--- src/rtl/ccu_pkg.sv ---
// Package: shared class encoding, register bit positions and flag bundles
// for the condition code update unit. Assumes an 8-bit register.
package ccu_pkg;

    localparam int CCR_W = 8;

    // Register bit positions; software decodes these, so they are fixed.
    localparam int BIT_C = 0;
    localparam int BIT_V = 1;
    localparam int BIT_Z = 2;
    localparam int BIT_N = 3;
    localparam int BIT_I = 4;

    localparam logic [CCR_W-1:0] CCR_RESET = 8'h10;

    typedef enum logic [1:0] {
        CLS_ADD   = 2'd0,
        CLS_SUB   = 2'd1,
        CLS_SHIFT = 2'd2,
        CLS_TEST  = 2'd3
    } ccu_cls_e;

    // Candidate flags produced for one operand size.
    typedef struct packed {
        logic n;
        logic z;
        logic add_c;
        logic add_v;
        logic sub_c;
        logic sub_v;
    } ccu_size_flags_t;

    // Four arithmetic flags ordered n, z, v, c.
    typedef struct packed {
        logic n;
        logic z;
        logic v;
        logic c;
    } ccu_nzvc_t;

endpackage

--- src/rtl/ccu_size_flags.sv ---
// Module: ccu_size_flags
// Works out the candidate flags for one operand width W from a, b and r.
// Assumes r is the result of the operation the caller means; no arithmetic
// is redone here. Purely combinational.
module ccu_size_flags
    import ccu_pkg::*;
#(
    parameter int W = 8
) (
    input  logic [W-1:0]    a,
    input  logic [W-1:0]    b,
    input  logic [W-1:0]    r,
    output ccu_size_flags_t flags
);

    localparam int MSB = W - 1;

    logic [W-1:0] add_cy_vec;
    logic [W-1:0] add_ov_vec;
    logic [W-1:0] sub_bw_vec;
    logic [W-1:0] sub_ov_vec;

    // Bitwise carry, overflow and borrow terms; only the top bit is used.
    always_comb begin
        add_cy_vec = (a & b) | (b & ~r) | (a & ~r);
        add_ov_vec = (a & b & ~r) | (~a & ~b & r);
        sub_bw_vec = (~a & b) | (b & r) | (~a & r);
        sub_ov_vec = (a & ~b & ~r) | (~a & b & r);
    end

    // Pack the candidates for the class selector.
    always_comb begin
        flags.n     = r[MSB];
        flags.z     = (r == '0);
        flags.add_c = add_cy_vec[MSB];
        flags.add_v = add_ov_vec[MSB];
        flags.sub_c = sub_bw_vec[MSB];
        flags.sub_v = sub_ov_vec[MSB];
    end

endmodule

--- src/rtl/ccu_flag_select.sv ---
// Module: ccu_flag_select
// Picks the size, then applies the class rule to give new flag values and a
// per-flag write mask. Assumes cur_c is the carry held in the register now.
// Purely combinational.
module ccu_flag_select
    import ccu_pkg::*;
(
    input  ccu_cls_e        cls,
    input  logic            wide_sel,
    input  ccu_size_flags_t narrow_f,
    input  ccu_size_flags_t wide_f,
    input  logic            cur_c,
    output ccu_nzvc_t       new_val,
    output ccu_nzvc_t       new_mask
);

    ccu_size_flags_t sel_f;

    // Choose the candidate set for the selected operand size.
    always_comb begin
        sel_f = wide_sel ? wide_f : narrow_f;
    end

    // Apply the class rule; carry is masked off for shift and test.
    always_comb begin
        new_val.n = sel_f.n;
        new_val.z = sel_f.z;
        new_val.v = 1'b0;
        new_val.c = cur_c;
        new_mask  = '{n: 1'b1, z: 1'b1, v: 1'b1, c: 1'b0};
        unique case (cls)
            CLS_ADD: begin
                new_val.v  = sel_f.add_v;
                new_val.c  = sel_f.add_c;
                new_mask.c = 1'b1;
            end
            CLS_SUB: begin
                new_val.v  = sel_f.sub_v;
                new_val.c  = sel_f.sub_c;
                new_mask.c = 1'b1;
            end
            CLS_SHIFT: begin
                new_val.v = sel_f.n ^ cur_c;
            end
            CLS_TEST: begin
                new_val.v = 1'b0;
            end
            default: begin
                new_mask = '0;
            end
        endcase
    end

endmodule

--- src/rtl/ccu_reg.sv ---
// Module: ccu_reg
// The condition code register. A direct load takes priority over a masked
// flag update. Synchronous active-low reset sets the interrupt mask only.
// Assumes the update path only reaches bits 3:0.
module ccu_reg
    import ccu_pkg::*;
(
    input  logic             clk,
    input  logic             rst_n,
    input  logic             ld_en,
    input  logic [CCR_W-1:0] ld_val,
    input  logic             upd_en,
    input  ccu_nzvc_t        upd_val,
    input  ccu_nzvc_t        upd_mask,
    output logic [CCR_W-1:0] ccr_q
);

    logic [CCR_W-1:0] ccr_d;
    logic [CCR_W-1:0] upd_merged;

    // Merge the masked flags into the current value; upper bits pass through.
    always_comb begin
        upd_merged        = ccr_q;
        upd_merged[BIT_N] = upd_mask.n ? upd_val.n : ccr_q[BIT_N];
        upd_merged[BIT_Z] = upd_mask.z ? upd_val.z : ccr_q[BIT_Z];
        upd_merged[BIT_V] = upd_mask.v ? upd_val.v : ccr_q[BIT_V];
        upd_merged[BIT_C] = upd_mask.c ? upd_val.c : ccr_q[BIT_C];
    end

    // Next-state priority: load, then update, then hold.
    always_comb begin
        if (ld_en) begin
            ccr_d = ld_val;
        end else if (upd_en) begin
            ccr_d = upd_merged;
        end else begin
            ccr_d = ccr_q;
        end
    end

    // State register with synchronous reset.
    always_ff @(posedge clk) begin
        if (!rst_n) begin
            ccr_q <= CCR_RESET;
        end else begin
            ccr_q <= ccr_d;
        end
    end

endmodule

--- src/rtl/ccu_top.sv ---
// Module: ccu_top
// Condition code flag update unit. Builds one flag generator per operand
// size, selects by class and size, and keeps the result in the register.
// Assumes NARROW_W <= DATA_W and that res comes from the same operation.
module ccu_top
    import ccu_pkg::*;
#(
    parameter int DATA_W   = 16,
    parameter int NARROW_W = 8
) (
    input  logic              clk,
    input  logic              rst_n,
    input  logic              upd_en,
    input  logic [1:0]        op_cls,
    input  logic              wide_sel,
    input  logic [DATA_W-1:0] opa,
    input  logic [DATA_W-1:0] opb,
    input  logic [DATA_W-1:0] res,
    input  logic              ld_en,
    input  logic [CCR_W-1:0]  ld_val,
    output logic [CCR_W-1:0]  ccr_q,
    output logic              flag_c,
    output logic              flag_v,
    output logic              flag_z,
    output logic              flag_n
);

    localparam int N_SIZES = 2;

    ccu_size_flags_t size_f [N_SIZES];
    ccu_nzvc_t       upd_val;
    ccu_nzvc_t       upd_mask;
    ccu_cls_e        cls;

    // Give the raw class code its enum type.
    always_comb begin
        cls = ccu_cls_e'(op_cls);
    end

    // One flag generator per operand size: index 0 narrow, index 1 wide.
    for (genvar gi = 0; gi < N_SIZES; gi++) begin : g_size
        localparam int W = (gi == 0) ? NARROW_W : DATA_W;
        ccu_size_flags #(.W(W)) u_flags (
            .a     (opa[W-1:0]),
            .b     (opb[W-1:0]),
            .r     (res[W-1:0]),
            .flags (size_f[gi])
        );
    end

    ccu_flag_select u_sel (
        .cls      (cls),
        .wide_sel (wide_sel),
        .narrow_f (size_f[0]),
        .wide_f   (size_f[1]),
        .cur_c    (ccr_q[BIT_C]),
        .new_val  (upd_val),
        .new_mask (upd_mask)
    );

    ccu_reg u_reg (
        .clk      (clk),
        .rst_n    (rst_n),
        .ld_en    (ld_en),
        .ld_val   (ld_val),
        .upd_en   (upd_en),
        .upd_val  (upd_val),
        .upd_mask (upd_mask),
        .ccr_q    (ccr_q)
    );

    // Individual flag outputs.
    always_comb begin
        flag_c = ccr_q[BIT_C];
        flag_v = ccr_q[BIT_V];
        flag_z = ccr_q[BIT_Z];
        flag_n = ccr_q[BIT_N];
    end

endmodule

--- config.mk ---
export PLATFORM = sky130hd
export DESIGN_NAME = ccu_top
export DESIGN_NICKNAME = d
export VERILOG_FILES = /design/src/rtl/ccu_pkg.sv /design/src/rtl/ccu_size_flags.sv /design/src/rtl/ccu_flag_select.sv /design/src/rtl/ccu_reg.sv /design/src/rtl/ccu_top.sv
export SDC_FILE = /design/constraint.sdc
export NUM_CORES = 1
export LEC_CHECK = 0
export CAP_MARGIN = 10
export CORE_MARGIN = 1.5
export CORE_UTILIZATION = 25
export CTS_CLUSTER_DIAMETER = 100
export DETAILED_ROUTE_END_ITERATION = 10
export PLACE_DENSITY = 0.79
export SLEW_MARGIN = 20
export SYNTH_ARGS = -nofsm -noshare
export SYNTH_HDL_FRONTEND = slang
export SYNTH_SLANG_ARGS = --single-unit
--- constraint.sdc ---
create_clock -name clk -period 1.55 [get_ports clk]
set_clock_uncertainty 0.1 [all_clocks]
set_input_delay 0.465 -clock clk [delete_from_list [all_inputs] [get_ports clk]]
set_output_delay 0.465 -clock clk [all_outputs]
set_load 0.02 [all_outputs]
==> results of run 1 <==
kinds of logic (layout without fill, tap and decap cells):
logic type | count (synthesis) | after routing | share of synthesized area, %
buffers and inverters | 9 | 65 | 9.64
multiplexers | 6 | 6 | 10.1
XOR/XNOR | 1 | 1 | 1.47
AO/OA/AOI/OAI | 23 | 23 | 25.8
flip-flops | 8 | 8 | 26.8
AND/OR/NAND/NOR | 28 | 28 | 26.2
timing repair:
action	CTS	global route
setup endpoints to repair	16	6
resized for setup	25	10
pin swaps	1	0
buffers inserted	0	0
hold endpoints to repair	0	0
cell usage in the layout, fill, tap and decap left out, drive strengths merged:
master,netlist,routed
a211oi,1,1
a21oi,4,4
a31oi,1,1
a32o,2,2
and2,1,1
and2b,1,1
buf,6,13
clkbuf,0,4
clkdlybuf4s15,0,3
clkdlybuf4s50,0,24
dfxtp,8,8
dlygate4sd2,0,16
dlymetal6s2s,0,2
inv,3,3
mux2i,6,6
nand2,5,5
nand2b,3,3
nand3,1,1
nand3b,2,2
nor2,4,4
nor2b,6,6
nor3b,1,1
nor4,4,4
o2111ai,1,1
o211ai,4,4
o21a,1,1
o21ai,7,7
o311a,1,1
o311ai,1,1
xor2,1,1
final timing paths:
check                 startpoint        endpoint  slack (ns)  cells past startpoint
hold reg to reg   u_reg.ccr_q[4]  u_reg.ccr_q[4]        0.37                      2
hold / removal    u_reg.ccr_q[4]  u_reg.ccr_q[4]        0.37                      2
setup / recovery  u_reg.ccr_q[1]          flag_v        0.04                      1
setup reg to reg  u_reg.ccr_q[0]  u_reg.ccr_q[1]        0.41                      4
power by group through the flow:
stage	combinational (mW)	sequential [mW]	clock, mW
after floorplan	0.0856	0.247	0
after global placement	0.262	0.231	0
after detailed placement	0.267	0.232	0
after CTS	0.254	0.227	0.169
after global routing	0.277	0.228	0.182
final	0.256	0.227	0.162
through the flow:
stage | TNS (ns) | instance area [µm²] | hold WS [ns] | power, mW
2_1_floorplan | 0 | 597 | 0.427 | 0.333
3_3_place_gp | -2.11 | 1140 | 0.354 | 0.492
3_5_place_dp | -2.29 | 1140 | 0.374 | 0.499
4_1_cts | 0 | 1160 | 0.374 | 0.650
5_1_grt | 0 | 1180 | 0.422 | 0.686
6_report | 0 | 1180 | 0.375 | 0.645
final cells by class:
type	instances	area, µm²
inverters	3	11.3
clock buffers	3	22.5
multi-input cells	58	410
flip-flops and latches	8	160
fillers	226	1060
well taps	28	35.0
repair buffers	59	538
routing by layer:
layer  wire length, µm  global-route usage [%]  part of all wire [%]  up-vias
li1                  -                       -                     -      388
met1               776                    17.7                    42      348
met2               960                    26.4                    51       32
met3               128                    4.60                   6.9        0
met4                 0                       0                     0        0
met5                 0                       0                     0        -
==> impl_metrics.env, run 1 <==
export IMPL_cts_root_buffer="clkbuf_4"
export IMPL_fin_crit_ns=1.51
export IMPL_clock_sinks=8
export IMPL_setup_ws_ns=0.0440
export IMPL_viasPerCell=4.83
export IMPL_p_comb_share_pct=39.7
export IMPL_yosysSeqAreaShare_pct=26.8
export IMPL_required_ns=0.98
export IMPL_crit_family="flip-flops"
export IMPL_dr_total_vias=768
export IMPL_swShare_pct=29.1
export IMPL_core_area_um2=2230
export IMPL_layout_nets=196
export IMPL_globalplace_congestion=0.758
export IMPL_diodes=0
export IMPL_die_x_um=51.9
export IMPL_cap_viol_max_count=0
export IMPL_netlist_instances=75
export IMPL_ys_ff_latch=8
export IMPL_worstSkewPairLatency_ns=0.26
export IMPL_final_util_pct=52.7
export IMPL_track_usage_pct=14.5
export IMPL_ant_nets=0
export IMPL_area_growth_pct=97.3
export IMPL_seq_power_share_pct=35.2
export IMPL_dieHeight_um=51.9
export IMPL_rsz0062_at_grt="false"
export IMPL_min_path_type="flop to flop"
export IMPL_route_detailed_drc=0
export IMPL_grt_pass1_vias=701
export IMPL_finalSetupViolations=0
export IMPL_synthArstFlopShare_pct=0
export IMPL_outcome="finished, final reports clean"
export IMPL_rows=17
export IMPL_max_freq_mhz=664
export IMPL_dp_hpwl_um=1550
export IMPL_end_kind="output pin"
export IMPL_drive_gt1_share_pct=17.6
export IMPL_synth_area_um2=597
export IMPL_power_leakage_nw=0.528
export IMPL_portBuffers=46
export IMPL_start_kind="flop"
export IMPL_antenna_found_initial=0
export IMPL_cts_tree="built"
export IMPL_crit_buf_inv=1
export IMPL_synth_ff_type="dfxtp_1"
export IMPL_cp_arrival_ns=0.94
export IMPL_yosys_top_cells_area="dfxtp_1 (27%), mux2i_1 (10%), nor2b_1 (6.3%), o21ai_0 (5.0%), buf_4 (5.0%)"
export IMPL_yosysMostFrequentCell="dfxtp_1"
export IMPL_yosysTopAreaCell="dfxtp_1"
export IMPL_cts_clk_slew_worst_paths_ns=0.05
export IMPL_largestRegisters="u_reg.ccr_q x8"
export IMPL_power_internal_mw=0.457
export IMPL_synthDistinctLibCells=28
export IMPL_postCtsHoldBufs=0
export IMPL_largest_reg_flops=8
export IMPL_power_density_nw_per_um2=548
export IMPL_place_inst=156
export IMPL_p_switching_mw=0.188
export IMPL_top_register="u_reg.ccr_q"
export IMPL_fin_cells=159
export IMPL_crit_fanout=3
export IMPL_crit_chain="dlygate4sd2_1"
export IMPL_grt_pass1_wl_um=3000
export IMPL_pre_cts_slack_ns=-0.467
export IMPL_path_class="flop to output pin"
export IMPL_synth_common_cells="dfxtp_1 (8), mux2i_1 (6), nor2b_1 (6), o21ai_0 (6), nand2_1 (5)"
export IMPL_drtIter0Drc=11
export IMPL_peakVddDrop_uv=435
export IMPL_tightest_slew_ns=0.271
export IMPL_max_stage_delay_ns=0.35
export IMPL_finalHoldViolCount=0
export IMPL_yosysWarnings=0
export IMPL_cts_htree_levels=1
export IMPL_crit_slowest_cell="dfxtp_1"
export IMPL_clk_path_buf_depth=2
export IMPL_syn_avg_cell_area_um2=7.96
export IMPL_dieArea_um2=2690
export IMPL_grt_max_degree=9
export IMPL_synth_edff_count=0
export IMPL_relSlewSlack_pct=81.7
export IMPL_synth_nets=138
export IMPL_wl_per_cell_um=11.7
export IMPL_yosys_area_top_type_share_pct=26.8
export IMPL_finalCritPeriodShare_pct=97.2
export IMPL_wirelength_um=1870
export IMPL_pwr_share_clk_pct=25.2
export IMPL_start_util_pct=26.7
export IMPL_maxSlewViolCount=0
export IMPL_cts_made_buffers=3
export IMPL_grt_ovfl_total=0
export IMPL_ioPinCount=75
export IMPL_firstDrtPassIters=4
Power figures use the tool's default switching activity.
==> inputs of run 2 (changes only) <==
Settings changed: CTS_CLUSTER_SIZE set to 30.
==> results of run 2 <==
The final DEF is identical to that of run 1; final timing and power are the same.
